### config.mk
export PLATFORM = sky130hd
export DESIGN_NAME = pv_legacy_regs
export DESIGN_NICKNAME = d
export VERILOG_FILES = /design/src/rtl/pv_regs_pkg.sv /design/src/rtl/pv_addr_split.sv /design/src/rtl/pv_queue_bank.sv /design/src/rtl/pv_isr_unit.sv /design/src/rtl/pv_legacy_regs.sv
export SDC_FILE = /design/constraint.sdc
export NUM_CORES = 1
export LEC_CHECK = 0
export ABC_AREA = 1
export CAP_MARGIN = 20
export CORE_AREA = 2 2 209 211
export DETAILED_ROUTE_END_ITERATION = 8
export DIE_AREA = 0 0 211 213
export DONT_BUFFER_PORTS = 1
export SYNTH_ARGS = -nofsm -noshare
export SYNTH_HDL_FRONTEND = slang
export SYNTH_SLANG_ARGS = --single-unit
### constraint.sdc
create_clock -name clk_i -period 6.4 [get_ports clk_i]
set_input_delay 1.92 -clock clk_i [delete_from_list [all_inputs] [get_ports clk_i]]
set_output_delay 1.92 -clock clk_i [all_outputs]
set_load 0.005 [all_outputs]
### src/rtl/pv_regs_pkg.sv
package pv_regs_pkg;
  localparam int unsigned FEAT_NOTIFY_EMPTY = 24;
  localparam int unsigned FEAT_INDIRECT     = 28;
  localparam int unsigned FEAT_BAD          = 30;
  localparam logic [31:0] FEAT_FORCED = (32'd1 << FEAT_NOTIFY_EMPTY) |
                                        (32'd1 << FEAT_INDIRECT) |
                                        (32'd1 << FEAT_BAD);
  localparam logic [15:0] NO_VEC = 16'hFFFF;
  localparam int unsigned HDR_BYTES_INTX = 20;
  localparam int unsigned HDR_BYTES_MSIX = 24;

  typedef enum logic [2:0] {
    W_HOSTF   = 3'd0,
    W_GUESTF  = 3'd1,
    W_PFN     = 3'd2,
    W_QSZ_SEL = 3'd3,
    W_NTF_STS = 3'd4,
    W_VEC     = 3'd5
  } hdr_word_e;

  function automatic logic [31:0] lane_merge(input logic [31:0] cur, input logic [31:0] nxt,
                                             input logic [3:0] be);
    logic [31:0] r;
    for (int b = 0; b < 4; b++) r[b*8 +: 8] = be[b] ? nxt[b*8 +: 8] : cur[b*8 +: 8];
    return r;
  endfunction

  function automatic logic [15:0] lane_merge16(input logic [15:0] cur, input logic [15:0] nxt,
                                               input logic [1:0] be);
    logic [15:0] r;
    for (int b = 0; b < 2; b++) r[b*8 +: 8] = be[b] ? nxt[b*8 +: 8] : cur[b*8 +: 8];
    return r;
  endfunction

  function automatic logic [15:0] vec_grant(input logic [15:0] v, input int unsigned nvec);
    return (32'(v) < nvec) ? v : NO_VEC;
  endfunction
endpackage

### src/rtl/pv_addr_split.sv
module pv_addr_split
  import pv_regs_pkg::*;
#(
  parameter int unsigned ADDR_W = 8
) (
  input  logic [ADDR_W-1:0] addr_i,
  input  logic              msix_en_i,
  output logic              hdr_hit_o,
  output hdr_word_e         word_o,
  output logic [ADDR_W-1:0] win_off_o
);
  logic [ADDR_W-1:0] hdr_len;

  always_comb begin
    hdr_len   = msix_en_i ? ADDR_W'(HDR_BYTES_MSIX) : ADDR_W'(HDR_BYTES_INTX);
    hdr_hit_o = addr_i < hdr_len;
    word_o    = hdr_word_e'(addr_i[4:2]);
    win_off_o = addr_i - hdr_len;
  end
endmodule

### src/rtl/pv_queue_bank.sv
module pv_queue_bank
  import pv_regs_pkg::*;
#(
  parameter  int unsigned NQ     = 4,
  parameter  int unsigned PFN_W  = 32,
  parameter  int unsigned NVEC   = 8,
  localparam int unsigned QSEL_W = (NQ > 1) ? $clog2(NQ) : 1
) (
  input  logic                clk_i,
  input  logic                rst_ni,
  input  logic                soft_rst_i,
  input  logic [QSEL_W-1:0]   sel_i,
  input  logic                pfn_we_i,
  input  logic [PFN_W-1:0]    pfn_i,
  input  logic                vec_we_i,
  input  logic [15:0]         vec_i,
  output logic [PFN_W-1:0]    sel_pfn_o,
  output logic [15:0]         sel_vec_o,
  output logic [NQ*PFN_W-1:0] pfn_all_o,
  output logic [NQ*16-1:0]    vec_all_o
);
  for (genvar q = 0; q < NQ; q++) begin : g_q
    logic [PFN_W-1:0] pfn_q;
    logic [15:0]      vec_q;
    logic             hit;

    assign hit = sel_i == QSEL_W'(q);

    always_ff @(posedge clk_i or negedge rst_ni) begin
      if (!rst_ni) begin
        pfn_q <= '0;
        vec_q <= NO_VEC;
      end else if (soft_rst_i) begin
        pfn_q <= '0;
        vec_q <= NO_VEC;
      end else begin
        if (pfn_we_i && hit) pfn_q <= pfn_i;
        if (vec_we_i && hit) vec_q <= vec_grant(vec_i, NVEC);
      end
    end

    assign pfn_all_o[q*PFN_W +: PFN_W] = pfn_q;
    assign vec_all_o[q*16 +: 16]       = vec_q;

    p_vec_legal_r9: assert property (@(posedge clk_i) disable iff (!rst_ni)
      (32'(vec_q) < NVEC) || (vec_q == NO_VEC));
  end

  assign sel_pfn_o = pfn_all_o[32'(sel_i)*PFN_W +: PFN_W];
  assign sel_vec_o = vec_all_o[32'(sel_i)*16 +: 16];

  p_soft_clear_r5: assert property (@(posedge clk_i) disable iff (!rst_ni)
    soft_rst_i |=> (pfn_all_o == '0));
endmodule

### src/rtl/pv_isr_unit.sv
module pv_isr_unit #(
  parameter int unsigned ISR_W = 8
) (
  input  logic             clk_i,
  input  logic             rst_ni,
  input  logic             soft_rst_i,
  input  logic             ack_i,
  input  logic [ISR_W-1:0] set_i,
  output logic [ISR_W-1:0] isr_o
);
  logic [ISR_W-1:0] isr_q;

  // new events win over a same-cycle clear
  always_ff @(posedge clk_i or negedge rst_ni) begin
    if (!rst_ni) isr_q <= '0;
    else         isr_q <= ((soft_rst_i || ack_i) ? '0 : isr_q) | set_i;
  end

  assign isr_o = isr_q;

  p_event_kept_r6: assert property (@(posedge clk_i) disable iff (!rst_ni)
    (|set_i) |=> ((isr_o & $past(set_i)) == $past(set_i)));

  p_ack_clear_r6: assert property (@(posedge clk_i) disable iff (!rst_ni)
    (ack_i && !(|set_i)) |=> (isr_o == '0));
endmodule

### src/rtl/pv_legacy_regs.sv
module pv_legacy_regs
  import pv_regs_pkg::*;
#(
  parameter  int unsigned NQ            = 4,
  parameter  int unsigned NVEC          = 8,
  parameter  int unsigned ADDR_W        = 8,
  parameter  int unsigned PFN_W         = 32,
  parameter  logic [31:0] FALLBACK_FEAT = 32'h0,
  localparam int unsigned QSEL_W        = (NQ > 1) ? $clog2(NQ) : 1,
  localparam int unsigned BASE_W        = PFN_W + 12
) (
  input  logic                 clk_i,
  input  logic                 rst_ni,
  input  logic                 msix_en_i,
  input  logic                 req_i,
  input  logic                 we_i,
  input  logic [ADDR_W-1:0]    addr_i,
  input  logic [3:0]           be_i,
  input  logic [31:0]          wdata_i,
  output logic                 rvalid_o,
  output logic [31:0]          rdata_o,
  input  logic [31:0]          dev_feat_i,
  input  logic [NQ*16-1:0]     q_size_i,
  input  logic [7:0]           isr_set_i,
  output logic                 intx_o,
  output logic                 notify_o,
  output logic [15:0]          notify_idx_o,
  output logic [NQ*BASE_W-1:0] q_base_o,
  output logic [NQ*16-1:0]     q_vec_o,
  output logic [15:0]          cfg_vec_o,
  output logic                 win_req_o,
  output logic                 win_we_o,
  output logic [ADDR_W-1:0]    win_addr_o,
  output logic [3:0]           win_be_o,
  output logic [31:0]          win_wdata_o,
  input  logic [31:0]          win_rdata_i
);
  logic              hdr_hit;
  hdr_word_e         word;
  logic [ADDR_W-1:0] win_off;

  pv_addr_split #(.ADDR_W(ADDR_W)) u_split (
    .addr_i   (addr_i),
    .msix_en_i(msix_en_i),
    .hdr_hit_o(hdr_hit),
    .word_o   (word),
    .win_off_o(win_off)
  );

  logic              acc_wr, acc_rd;
  logic [31:0]       gfeat_q;
  logic [7:0]        status_q;
  logic [QSEL_W-1:0] qsel_q;
  logic [15:0]       cfg_vec_q;
  logic [PFN_W-1:0]  sel_pfn;
  logic [15:0]       sel_vec;
  logic [7:0]        isr_q;
  logic [NQ*PFN_W-1:0] pfn_all;

  logic [31:0] gfeat_m, pfn_m32;
  logic [15:0] sel_m, ntf_m, cfg_m, qv_m;
  logic wr_gf, wr_pfn, pfn_zero, wr_sel, sel_ok, wr_ntf, ntf_ok, wr_sts;
  logic wr_cfgv, wr_qv, soft_rst, isr_ack;

  assign acc_wr = req_i & we_i & hdr_hit;
  assign acc_rd = req_i & ~we_i & hdr_hit;

  always_comb begin
    gfeat_m  = lane_merge(gfeat_q, wdata_i, be_i);
    pfn_m32  = lane_merge(32'(sel_pfn), wdata_i, be_i);
    sel_m    = lane_merge16(16'(qsel_q), wdata_i[31:16], be_i[3:2]);
    ntf_m    = lane_merge16(16'h0, wdata_i[15:0], be_i[1:0]);
    cfg_m    = lane_merge16(cfg_vec_q, wdata_i[15:0], be_i[1:0]);
    qv_m     = lane_merge16(sel_vec, wdata_i[31:16], be_i[3:2]);

    wr_gf    = acc_wr && word == W_GUESTF && |be_i;
    wr_pfn   = acc_wr && word == W_PFN && |be_i;
    pfn_zero = pfn_m32[PFN_W-1:0] == '0;
    wr_sel   = acc_wr && word == W_QSZ_SEL && |be_i[3:2];
    sel_ok   = 32'(sel_m) < NQ;
    wr_ntf   = acc_wr && word == W_NTF_STS && |be_i[1:0];
    ntf_ok   = 32'(ntf_m) < NQ;
    wr_sts   = acc_wr && word == W_NTF_STS && be_i[2];
    wr_cfgv  = acc_wr && word == W_VEC && |be_i[1:0];
    wr_qv    = acc_wr && word == W_VEC && |be_i[3:2];
    soft_rst = (wr_pfn && pfn_zero) || (wr_sts && wdata_i[23:16] == 8'h00);
    isr_ack  = acc_rd && word == W_NTF_STS && be_i[3];
  end

  always_ff @(posedge clk_i or negedge rst_ni) begin
    if (!rst_ni) begin
      gfeat_q   <= '0;
      status_q  <= '0;
      qsel_q    <= '0;
      cfg_vec_q <= NO_VEC;
    end else if (soft_rst) begin
      gfeat_q   <= '0;
      status_q  <= '0;
      qsel_q    <= '0;
      cfg_vec_q <= NO_VEC;
    end else begin
      if (wr_gf)           gfeat_q   <= gfeat_m[FEAT_BAD] ? FALLBACK_FEAT : gfeat_m;
      if (wr_sel && sel_ok) qsel_q   <= sel_m[QSEL_W-1:0];
      if (wr_sts)          status_q  <= wdata_i[23:16];
      if (wr_cfgv)         cfg_vec_q <= vec_grant(cfg_m, NVEC);
    end
  end

  pv_queue_bank #(.NQ(NQ), .PFN_W(PFN_W), .NVEC(NVEC)) u_bank (
    .clk_i     (clk_i),
    .rst_ni    (rst_ni),
    .soft_rst_i(soft_rst),
    .sel_i     (qsel_q),
    .pfn_we_i  (wr_pfn && !pfn_zero),
    .pfn_i     (pfn_m32[PFN_W-1:0]),
    .vec_we_i  (wr_qv),
    .vec_i     (qv_m),
    .sel_pfn_o (sel_pfn),
    .sel_vec_o (sel_vec),
    .pfn_all_o (pfn_all),
    .vec_all_o (q_vec_o)
  );

  pv_isr_unit #(.ISR_W(8)) u_isr (
    .clk_i     (clk_i),
    .rst_ni    (rst_ni),
    .soft_rst_i(soft_rst),
    .ack_i     (isr_ack),
    .set_i     (isr_set_i),
    .isr_o     (isr_q)
  );

  always_ff @(posedge clk_i or negedge rst_ni) begin
    if (!rst_ni) begin
      notify_o     <= 1'b0;
      notify_idx_o <= '0;
    end else begin
      notify_o <= wr_ntf && ntf_ok;
      if (wr_ntf && ntf_ok) notify_idx_o <= ntf_m;
    end
  end

  logic [31:0] raw_rd, hdr_rd;
  always_comb begin
    unique case (word)
      W_HOSTF:   raw_rd = dev_feat_i | FEAT_FORCED;
      W_GUESTF:  raw_rd = gfeat_q;
      W_PFN:     raw_rd = 32'(sel_pfn);
      W_QSZ_SEL: raw_rd = {16'(qsel_q), q_size_i[32'(qsel_q)*16 +: 16]};
      W_NTF_STS: raw_rd = {isr_q, status_q, 16'hFFFF};
      W_VEC:     raw_rd = {sel_vec, cfg_vec_q};
      default:   raw_rd = '1;
    endcase
    for (int b = 0; b < 4; b++) hdr_rd[b*8 +: 8] = be_i[b] ? raw_rd[b*8 +: 8] : 8'hFF;
  end

  always_ff @(posedge clk_i or negedge rst_ni) begin
    if (!rst_ni) begin
      rvalid_o <= 1'b0;
      rdata_o  <= '0;
    end else begin
      rvalid_o <= req_i & ~we_i;
      if (req_i && !we_i) rdata_o <= hdr_hit ? hdr_rd : win_rdata_i;
    end
  end

  for (genvar q = 0; q < NQ; q++) begin : g_base
    assign q_base_o[q*BASE_W +: BASE_W] = {pfn_all[q*PFN_W +: PFN_W], 12'h000};
  end

  assign cfg_vec_o   = cfg_vec_q;
  assign intx_o      = ~msix_en_i & isr_q[0];
  assign win_req_o   = req_i & ~hdr_hit;
  assign win_we_o    = we_i;
  assign win_addr_o  = win_off;
  assign win_be_o    = be_i;
  assign win_wdata_o = wdata_i;

  p_rvalid_r12: assert property (@(posedge clk_i) disable iff (!rst_ni)
    (req_i && !we_i) |=> rvalid_o);

  p_notify_range_r8: assert property (@(posedge clk_i) disable iff (!rst_ni)
    notify_o |-> (32'(notify_idx_o) < NQ));

  p_qsel_range_r4: assert property (@(posedge clk_i) disable iff (!rst_ni)
    32'(qsel_q) < NQ);

  p_intx_masked_r7: assert property (@(posedge clk_i) disable iff (!rst_ni)
    msix_en_i |-> !intx_o);

  p_status_reset_r5: assert property (@(posedge clk_i) disable iff (!rst_ni)
    (wr_sts && wdata_i[23:16] == 8'h00) |=> (status_q == 8'h00 && cfg_vec_o == NO_VEC));

  p_win_excl_r10: assert property (@(posedge clk_i) disable iff (!rst_ni)
    win_req_o |-> !(acc_wr || acc_rd));
endmodule

# Word level (Yosys, flattened, before mapping)
# Index checks and enable logic that the tools add are counted.
# W data, S select, Z words.
# totals
register_bits,308
input_bits,185
out_inout_bits,353
elab_cells,158
# op_classes
add_sub_neg,1
magnitude_cmp,5
eq_ne,8
shift,3
mux,51
bitwise_logic,10
reduce_logical,59
# ops
cell,count
$mux W32,12
$mux W16,12
$pmux W32 S6,1
$mux W8,23
$shiftx A128 B8 Y32,1
$shiftx A64 B7 Y16,2
$logic_not A32 Y1,1
$lt A16 B3 Y1 const B,2
$lt A16 B4 Y1 const B,2
$logic_and A1 B1 Y1,28
$reduce_bool A2 Y1,12
$reduce_bool A3 Y1,4
$logic_not A8 Y1,1
$lt A8 B8 Y1,1
$or A8 B8 Y8,1
$reduce_and A2 Y1,4
$sub A8 B8 Y8,1
$and A1 B1 Y1,6
$eq A3 B2 Y1 const B,2
$eq A3 B3 Y1 const B,2
$eq A2 B2 Y1 const B,2
$mux W2,2
$mux W4,1
$reduce_or A2 Y1,2
8 further kinds,12

# Depth between registers and ports, before layout
# Gate-level depths: netlist (run 1).
# logic_depth
word_depth,10
ltp_mapped,21
mapped_depth_nobuf,17

# Hierarchy
# From an unflattened synthesis (run 1), not the netlist that was laid out.
# unflattened
cells_unflattened,2289
area_unflattened_um2,17062.6
# modules_own_cells
mod,n_inst,cells_each,area_per_inst_um2,seq_area_each_um2
pv_queue_bank,1,1090,8981.1,4884.7
pv_legacy_regs,1,1131,7579.8,2697.6
pv_isr_unit,1,33,301.5,200.2
pv_addr_split,1,35,200.2,0.0

# Worst setup path before layout (run 1)
# Ideal clock, no wire load.
# synth_path
path_type,input port to output port
startpoint,input msix_en_i
endpoint,output win_req_o
t_arrival_ns,3.405
t_required_ns,4.480
path_slack_ns,1.075
cell_stages,10
n_path_buf,2
path_cell_list,inv_1 -> ha_1 -> inv_1 -> fa_1 -> nand2_1 -> nand3_1 -> nor2_1 -> buf_2 -> buf_1 -> nor2_1
# synth_via
elab_chain_cells,4
# synth_rtl
element,line_no,rtl
"start, declared",pv_legacy_regs.sv:14,"input logic msix_en_i,"
$mux W4,pv_addr_split.sv:15,hdr_len = msix_en_i ? ADDR_W'(HDR_BYTES_MSIX) : ADDR_W'(HDR_BYTES_INTX);
$lt A8 B8 Y1,pv_addr_split.sv:16,hdr_hit_o = addr_i < hdr_len;
$not A1 Y1,pv_legacy_regs.sv:173,assign win_req_o = req_i & ~hdr_hit;
$and A1 B1 Y1,pv_legacy_regs.sv:173,
"end, declared",pv_legacy_regs.sv:31,"output logic win_req_o,"
# No other way between the ends.

# Final worst setup path (run 1)
# Same ends and word-level chain as after synthesis.

==> results of run 1 <==
[how the worst min path moves through the flow]
| stage | to | slack, ns | cells after the start |
|---|---|---|---|
| 2_1_floorplan | gfeat_q[23]$_DFFE_PN0P_ | 0.44 | 2 |
| 3_3_place_gp | gfeat_q[22]$_DFFE_PN0P_ | 0.46 | 2 |
| 3_5_place_dp | gfeat_q[22]$_DFFE_PN0P_ | 0.46 | 2 |
| 4_1_cts | gfeat_q[22]$_DFFE_PN0P_ | 0.48 | 2 |
| 5_1_grt | u_bank.g_q[0].vec_q[5]$_DFFE_PN1P_ | 0.50 | 2 |
| 6_report | status_q[6]$_DFFE_PN0P_ | 0.48 | 2 |
[worst max-delay path, delay by kind of cell]
family                   cells  cell delay, ns
buffers and inverters        3            0.55
adder cells (fa/ha/maj)      2            0.56
AND/OR/NAND/NOR              4            0.43
[layout by cell type, fill, tap and decap left out, types with 12 or more instances in the layout]
master / netlist / final
o21ai_0: 52 / 52
conb_1: 1 / 48
dfrtp_1: 227 / 226
o22ai_1: 30 / 30
a22oi_1: 26 / 26
nand2_1: 1021 / 1021
a221oi_1: 12 / 12
buf_4: 91 / 28
dfstp_2: 80 / 80
o211ai_1: 21 / 21
clkbuf_16: 0 / 37
nor2_1: 129 / 126
a41o_1: 16 / 16
a21oi_1: 61 / 61
nand3_1: 175 / 175
clkinv_2: 0 / 12
inv_1: 143 / 143
nand4_1: 29 / 29
[flip-flops by register name (all words and copies together) (netlist names)]
signal	cells
u_bank.g_q.pfn_q	128
u_isr.isr_o	8
notify_o	1
cfg_vec_o	16
notify_idx_o	16
rdata_o	32
rvalid_o	1
qsel_q	2
u_bank.g_q.vec_q	64
gfeat_q	31
status_q	8
[layer usage]
metal	track usage, %	vias up	wire, um
li1	-	7081	-
met1	37.13	7508	27080
met2	49.92	842	33690
met3	8.781	145	6860
met4	14.72	0	3326
met5	0	-	0
[through the flow]
stage               total power [uW]  util, %
floorplan                       2353        -
detailed placement              2429    39.17
CTS                             4651    42.14
global route                    4772    42.16
global placement                2422    39.17
finish                          4624    42.17
[power groups by stage]
stage,Combinational [uW],Clock (uW),Sequential (uW)
2_1_floorplan,255,0,2100
3_3_place_gp,301,0,2120
3_5_place_dp,306,0,2120
4_1_cts,307,2250,2090
5_1_grt,346,2330,2100
6_report,309,2220,2090
[final cells by class]
type / count / area share (%)
Tap cell: 546 / 3.795
Antenna cell: 5 / 0.06950
Multi-Input combinational cell: 1683 / 41.35
Clock inverter: 20 / 1.272
Timing Repair Buffer: 29 / 1.279
Clock buffer: 48 / 5.761
Sequential cell: 307 / 43.23
Inverter: 155 / 3.239
[logic make-up (layout without fill, tap and decap cells)]
logic type / after synthesis / in the layout / share of synthesized area, %
AO/OA/AOI/OAI: 239 / 239 / 9.143
flip-flops: 307 / 307 / 46.08
buffers and inverters: 366 / 252 / 11.04
AND/OR/NAND/NOR: 1390 / 1390 / 33.29
adder cells (fa/ha/maj): 3 / 3 / 0.2667
other: 1 / 53 / 0.02221
XOR/XNOR: 3 / 3 / 0.1556
==> results.yml, run 1 <==
synthesis:
  synth.yosys.seq_area_share_pct: 46.08
  synth-main-ff-cell: "dfrtp_1"
  largest_cells_by_area_after_synthesis: "dfrtp_1, nand2_1, dfstp_2"
  avgSynthCellArea_um2: 7.314
  synth_most_common_cell: "nand2_1"
  async_reset_ff_share_pct: 100.0
  synth-edff-count: 0
  synthesis.instances: 2309
  synthDominantCellAreaShare_pct: 33.64
  yosysWarningCount: 0
  synth_area_leader_cell: "dfrtp_1"
  most_instantiated_cells_after_synthesis: "nand2_1, dfrtp_1, nand3_1, inv_1, nor2_1"
  post_synth_instance_area_mm2: 0.01689
  synth.distinct_cells: 42
  postSynthRegisterBits: 307
power:
  switchingPower_uw: 1188
  pwr-share-clk_pct: 48.1
  power_leakage_uw: 0.009657
  p_per_area_mw_per_mm2: 256.8
  combinational_fraction_of_design_power_pct: 6.7
  seqPwrFrac_pct: 45.2
  p_sw_share_pct: 25.70
  peakVddDrop_mv: 0.2145
  cell_internal_pwr_uw: 3436
critical_path:
  crit_slowest_cell: "fa_1"
  r2r_end: "gfeat_q[23]$_DFFE_PN0P_"
  crit_path_end: "win_req_o"
  path_class: "input pin to primary output"
  setup.worst_path.start_class: "input pin"
  timing.critical_path.mode_cell: "inv_1"
  r2r-start: "qsel_q[1]$_DFFE_PN0P_"
  critPathMaxStageDelay_ns: 0.40
  endpoint_kind: "primary output"
  timing.critical_path.from: "msix_en_i"
  worstPathMaxFanout: 37
  reg2reg_setup_slack_ns: 1.84
  cp_data_required_time_ns: 4.48
  worstPathArrival_ns: 3.48
  worstPathCellList: "inv_1 -> ha_1 -> inv_1 -> fa_1 -> nand2_1 -> nand3_1 -> nor2_2 -> buf_4 -> nor2_1"
  worst_r2r_path_depth: 16
global_routing:
  wire_length_of_the_first_global_routing_pass_um: 100000
  globalRouteOverflowTotal: 0
  grt_antenna_before_repair: 4
  number_of_global_route_vias_before_repair: 14500
  track_usage_pct: 30.55
  largest_net_degree_at_the_start_of_global_routing: 308
clock_tree:
  ctsResizeCount: 0
  cts_max_level: 2
  cts-root-to-sink-buffers: 3
  worst_setup_hold_path_clk_slew_ns: 0.06
  tritoncts.num_buffers: 37
  clkLatencyLatePin_ns: 0.58
  tritoncts: "done"
  cts_setup_buffers: 0
  clockRootBuffer: "clkbuf_16"
  number_of_hold_buffers_added_after_cts: 0
  clock-sinks: 307
floorplan:
  core-area_mm2: 0.04270
  floorplan.die.height_um: 213
  ios: 538
  core.rowCount: 76
  start_util_pct: 39.55
  fp.dieW_um: 211
  floorplan.die_area_mm2: 0.04494
drt:
  postRouteWirelength_um: 70950
  viasPerCell: 5.577
  vias: 15576
  avgRoutedWirePerCell_um: 25.40
  drt_pass1_iterations: 7
  drcViolationCount: 0
  drt_iter0_drc: 1592
  antenna_left: 0
timing:
  period_needed_ns: 5.398
  slew-limit-headroom_pct: 27.12
  setup_viol_count_final: 0
  rsz0062_at_grt: "false"
  slew_limit_fails: 0
  timing_worst_slew_pin_value_ns: 1.092
  final_hold_viol_count: 0
  finalHoldWorstSlack_ns: 0.4789
  timing.fmax_ghz: 0.1853
  final.setup.tns_ns: 0
  timing.clock.skew_ns: 0.03068
  worst_setup_slack_after_layout_ns: 1.002
  final_min_period_over_clock_period_pct: 84.34
placed_design:
  port_buffers: 0
  numPlacedInstances: 2720
  gp_congestion: 0.8975
  instance_area_after_placement_mm2: 0.01672
  detailedPlacementHpwl_um: 51730
  placement.setup.worst_slack_ns: 0.6922
layout:
  fraction_of_final_layout_cells_sized_beyond_drive_strength_1_pct: 8.921
  nNetsFinal: 2401
  finalNonFillerCells: 2793
  area.growth.synth_to_final_pct: 6.609
  sequential_cell_area_mm2: 0.007784
  design_area_mm2: 0.01800
  filler_cell_count: 4362
  multi_input_area_mm2: 0.007445
min_path:
  hp-start: "status_q[6]$_DFFE_PN0P_"
  worstHoldPathType: "flip-flop to flip-flop"
flow_run:
  max_cap_viol_count: 0
status:
  status: "finished, final reports clean"
Power figures use the tool's default switching activity.
==> run 2: changes to the inputs <==
- CORE_AREA: 2 2 209 211 -> 2 2 207 209
- DIE_AREA: 0 0 211 213 -> 0 0 209 211
- clock period: 6.4 -> 4.7 ns (I/O delays scaled with it)
==> run 2 against run 1 <==
The flow now finishes with violations (max-slew violations); sequential share of layout area decreased by 0.77 points; utilization up 1.7 points; clock skew is 0.010 ns lower; via count increased by 1.2%; non-clock buffer count is 25 higher; first-iteration DRC count shrank 8.3%; total power up 41%; flip-flop and latch count is the same; combinational power is 43% higher; clock power is 45% higher; wire length fell by 0.44%; global-route usage increased by 0.82 points; critical path type unchanged.
==> results.yml, run 2 (synthesis results as in run 1) <==
clock_tree:
  cts_max_level: 2
  ctsResizeCount: 0
  cts-root-to-sink-buffers: 3
  clkLatencyLatePin_ns: 0.57
  clock-sinks: 307
  worst_setup_hold_path_clk_slew_ns: 0.06
  tritoncts.num_buffers: 37
  number_of_hold_buffers_added_after_cts: 0
  clockRootBuffer: "clkbuf_16"
  cts_setup_buffers: 0
  tritoncts: "done"
floorplan:
  core-area_mm2: 0.04176
  core.rowCount: 75
  ios: 538
  floorplan.die.height_um: 211
  start_util_pct: 40.44
  floorplan.die_area_mm2: 0.04410
  fp.dieW_um: 209
power:
  power_leakage_uw: 0.009831
  p_per_area_mw_per_mm2: 354.6
  totalPowerFinal_uw: 6500
  peakVddDrop_mv: 0.2660
timing:
  period_needed_ns: 4.273
  slew-limit-headroom_pct: -0.9200
  rsz0062_at_grt: "false"
  setup_viol_count_final: 0
  slew_limit_fails: 28
  final_hold_viol_count: 0
  timing.fmax_ghz: 0.2340
  timing.clock.skew_ns: 0.02030
  final_min_period_over_clock_period_pct: 90.93
  timing_worst_slew_pin_value_ns: 1.514
  final.setup.tns_ns: 0
drt:
  vias: 15762
  drt_pass1_iterations: 6
  drcViolationCount: 0
  avgRoutedWirePerCell_um: 25.15
  drt_iter0_drc: 1460
  viasPerCell: 5.611
  postRouteWirelength_um: 70640
  antenna_left: 0
placed_design:
  instance_area_after_placement_mm2: 0.01696
  gp_congestion: 0.9171
  port_buffers: 0
  detailedPlacementHpwl_um: 52510
layout:
  fraction_of_final_layout_cells_sized_beyond_drive_strength_1_pct: 9.881
  area.growth.synth_to_final_pct: 8.535
  largest_register_ffs: 128
  nNetsFinal: 2426
  most_flops_register: "u_bank.g_q.pfn_q"
  design_area_mm2: 0.01833
  layout.core_utilization_pct: 43.89
  mostFrequentLayoutCell: "nand2_1"
  final_cell_mix: "nand2_1, dfrtp_1, nand3_1"
  layout_top_registers: "u_bank.g_q.pfn_q: 128 flops, u_bank.g_q.vec_q: 64 flops, rdata_o: 32 flops"
global_routing:
  globalRouteOverflowTotal: 0
  largest_net_degree_at_the_start_of_global_routing: 308
  wire_length_of_the_first_global_routing_pass_um: 102300
  number_of_global_route_vias_before_repair: 14961
  grt_antenna_before_repair: 4
  track_usage_pct: 31.36
critical_path:
  setup.worst_path.start_class: "input pin"
  worstPathMaxFanout: 24
  path_class: "input pin to primary output"
  cp_data_required_time_ns: 3.29
  timing.critical_path.from: "msix_en_i"
  r2r-start: "qsel_q[0]$_DFFE_PN0P_"
  endpoint_kind: "primary output"
  worstPathArrival_ns: 2.86
min_path:
  hp-start: "gfeat_q[19]$_DFFE_PN0P_"
  worstHoldPathType: "flip-flop to flip-flop"
flow_run:
  max_cap_viol_count: 0
status:
  violations_in_the_final_reports: "max-slew violations"
  status: "finished, violations left"
[run 2: metrics by stage]
stage,worst slack [ns],cells,hold WS [ns]
final,0.4265,2809,0.4739
after global routing,0.3367,2809,0.4981
after CTS,0.4519,2806,0.4736
after detailed placement,0.3050,2738,0.4596
after global placement,0.3602,2738,0.4544
after floorplan,0.3949,2356,0.4419
[run 2: power by group]
| group | internal (uW) | switching (uW) |
|---|---|---|
| clock network | 2020 | 1190 |
| logic | 130 | 312 |
| registers | 2760 | 89.0 |
[run 2: worst max-delay path, stage by stage]
cell and delay (ns):
inv_1 0.13, ha_1 0.17, inv_1 0.06, fa_1 0.40, nand2_1 0.10, nand3_1 0.10
nor2_2 0.12, buf_4 0.28, nor2_1 0.09
[run 2: routing by layer]
metal  wire [um]  share of wire [%]  track usage, %  vias to the layer above
li1            -                  -               -                     7127
met1       27690                 39           39.76                     7678
met2       33450                 47           51.44                      840
met3        6975                9.9           8.594                      115
met4        2513                3.6           11.43                        2
met5          14              0.020               0                        -
[run 2: final timing paths]
kind	to	slack, ns	cells past startpoint
min reg2reg	gfeat_q[19]$_DFFE_PN0P_	0.47	2
min	gfeat_q[19]$_DFFE_PN0P_	0.47	2
max in group asynchronous	notify_idx_o[4]$_DFFE_PN0P_	2.93	0
min in group asynchronous	notify_idx_o[10]$_DFFE_PN0P_	0.55	0
max reg2reg	u_bank.g_q[1].vec_q[12]$_DFFE_PN1P_	0.92	15
max	win_req_o	0.43	9
[run 2: area by class of cell]
cell class / count / area, um^2
Tap cell: 539 / 674.4
Multi-Input combinational cell: 1683 / 7446
Antenna cell: 3 / 7.507
Fill cell: 4348 / 23430
Clock buffer: 56 / 1150
Clock inverter: 12 / 216.5
Timing Repair Buffer: 54 / 467.9
Inverter: 155 / 583.1
Sequential cell: 307 / 7784
==> run 3: changes to the inputs <==
- CELL_PAD_IN_SITES_DETAIL_PLACEMENT: unset -> 1
- CELL_PAD_IN_SITES_GLOBAL_PLACEMENT: unset -> 1
- CORE_AREA: 2 2 207 209 -> unset
- CORE_ASPECT_RATIO: unset -> 0.5
- CORE_UTILIZATION: unset -> 41
- DIE_AREA: 0 0 209 211 -> unset
- PLACE_DENSITY: unset -> 0.77
==> run 3 against run 2 <==
The run still ends with max-slew violations left; clock skew down 0.0043 ns; register-to-register slack better by 0.17 ns; flip-flop and latch count stayed put; critical path depth rose by 7; critical endpoint is now status_q[2]$_DFFE_PN0P_; largest cell class unchanged.
==> results.yml, run 3 (synthesis results as in run 1) <==
status:
  status: "finished, violations left"
  violations_in_the_final_reports: "max-slew violations"
critical_path:
  cp_data_required_time_ns: 5.18
  worstPathArrival_ns: 4.77
  endpoint_kind: "flip-flop"
  worstPathMaxFanout: 8
  reg2reg_setup_slack_ns: 1.09
  setup.worst_path.start_class: "input pin"
  path_class: "input pin to flip-flop"
drt:
  drt_pass1_iterations: 5
  avgRoutedWirePerCell_um: 25.42
  drcViolationCount: 0
  antenna_left: 0
  vias: 16116
  drt_iter0_drc: 1443
  postRouteWirelength_um: 71000
  viasPerCell: 5.770
power:
  seqPwrFrac_pct: 47.9
  power_leakage_uw: 0.009650
  cell_internal_pwr_uw: 4358
  pwr-share-clk_pct: 44.5
  combinational_fraction_of_design_power_pct: 7.5
  p_per_area_mw_per_mm2: 331.4
  p_sw_share_pct: 26.74
  totalPowerFinal_uw: 5949
  switchingPower_uw: 1591
  peakVddDrop_mv: 0.2881
layout:
  layout.core_utilization_pct: 44.29
  nNetsFinal: 2413
  mostFrequentLayoutCell: "nand2_1"
  layout_top_registers: "u_bank.g_q.pfn_q: 128 flops, u_bank.g_q.vec_q: 64 flops, rdata_o: 32 flops"
  area.growth.synth_to_final_pct: 6.298
  final_cell_mix: "nand2_1, dfrtp_1, nand3_1"
  design_area_mm2: 0.01795
  finalNonFillerCells: 2793
  filler_cell_count: 5077
  most_flops_register: "u_bank.g_q.pfn_q"
  fraction_of_final_layout_cells_sized_beyond_drive_strength_1_pct: 9.249
  largest_register_ffs: 128
timing:
  timing.clock.skew_ns: 0.01600
  timing_worst_slew_pin_value_ns: 1.584
  final_min_period_over_clock_period_pct: 91.31
  rsz0062_at_grt: "false"
  final.setup.tns_ns: 0
  slew_limit_fails: 75
  final_hold_viol_count: 0
  timing.fmax_ghz: 0.2330
  period_needed_ns: 4.291
  setup_viol_count_final: 0
  slew-limit-headroom_pct: -5.575
flow_run:
  max_cap_viol_count: 0
clock_tree:
  cts_max_level: 1
  ctsResizeCount: 0
  tritoncts.num_buffers: 31
  clock-sinks: 307
  cts-root-to-sink-buffers: 3
  clockRootBuffer: "clkbuf_16"
  worst_setup_hold_path_clk_slew_ns: 0.07
  clkLatencyLatePin_ns: 0.59
  number_of_hold_buffers_added_after_cts: 0
  cts_setup_buffers: 0
  tritoncts: "done"
floorplan:
  floorplan.die_area_mm2: 0.04205
  core-area_mm2: 0.04053
  floorplan.die.height_um: 145.5
  ios: 538
  start_util_pct: 41.66
  core.rowCount: 52
  fp.dieW_um: 289.0
global_routing:
  grt_antenna_before_repair: 5
  largest_net_degree_at_the_start_of_global_routing: 308
  globalRouteOverflowTotal: 0
  number_of_global_route_vias_before_repair: 15686
  wire_length_of_the_first_global_routing_pass_um: 104500
  track_usage_pct: 33.02
placed_design:
  detailedPlacementHpwl_um: 52120
  numPlacedInstances: 2732
  gp_congestion: 0.9521
  port_buffers: 0
  instance_area_after_placement_mm2: 0.01690
min_path:
  worstHoldPathType: "flip-flop to flip-flop"
[run 3: cell count changes in the layout (fill, tap and decap cells not counted), sizes merged]
cell,change
clkbuf,-17
buf,-7
clkinv,+6
bufinv,-3
clkinvlp,+2
diode,+1
inv,+1
[run 3: path summary, 6_finish.rpt]
| path | start | endpoint | cells past startpoint |
|---|---|---|---|
| setup / recovery | msix_en_i | status_q[2]$_DFFE_PN0P_ | 16 |
| hold / removal | u_bank.g_q[1].vec_q[12]$_DFFE_PN1P_ | u_bank.g_q[1].vec_q[12]$_DFFE_PN1P_ | 2 |
| setup reg to reg | qsel_q[1]$_DFFE_PN0P_ | u_bank.g_q[0].vec_q[14]$_DFFE_PN1P_ | 15 |
| hold reg to reg | u_bank.g_q[1].vec_q[12]$_DFFE_PN1P_ | u_bank.g_q[1].vec_q[12]$_DFFE_PN1P_ | 2 |
| max in group asynchronous | rst_ni | rdata_o[27]$_DFFE_PN0P_ | 0 |
| min in group asynchronous | rst_ni | gfeat_q[5]$_DFFE_PN0P_ | 0 |
[run 3: layer usage]
layer	part of all wire (%)	track usage, %
met5	0	0
met4	2.7	7.868
met3	9.5	7.194
met2	44	49.84
met1	44	48.05
[run 3: area by class of cell]
type	count	area (um^2)	area share [%]
inverters	155	583.1	3.248
clock inverters	18	178.9	0.9967
repair buffers	47	402.9	2.244
flip-flops and latches	307	7784	43.36
multi-input cells	1683	7450	41.50
diodes	4	10.01	0.05576
well taps	540	675.6	3.764
clock buffers	39	867.1	4.830
[run 3: metrics by stage]
stage                     setup slack (ns)  hold WS, ns
after floorplan                     0.3949       0.4419
after global placement             0.01782       0.4553
after detailed placement          -0.07436       0.4648
after CTS                           0.4707       0.4796
after global routing                0.1663       0.5000
final                               0.4085       0.4881
[run 3: power by group through the flow]
stage               registers, uW  clock network, uW  logic [uW]
finish                       2850               2650         448
global route                 2860               2760         496
CTS                          2850               2660         439
detailed placement           2900                  0         435
global placement             2890                  0         422
floorplan                    2860                  0         348
[run 3: critical path, cell delays in order]
cell and delay (ns):
inv_1 0.10, ha_1 0.16, inv_1 0.06, fa_1 0.43
nand2_1 0.18, nand3_1 0.17, nor2_4 0.18, nand3_1 0.31
or2_1 0.34, nor2_1 0.30, nand3_2 0.16, buf_4 0.20
o21ai_0 0.23, inv_1 0.31, nand2_1 0.15, nand2_1 0.07
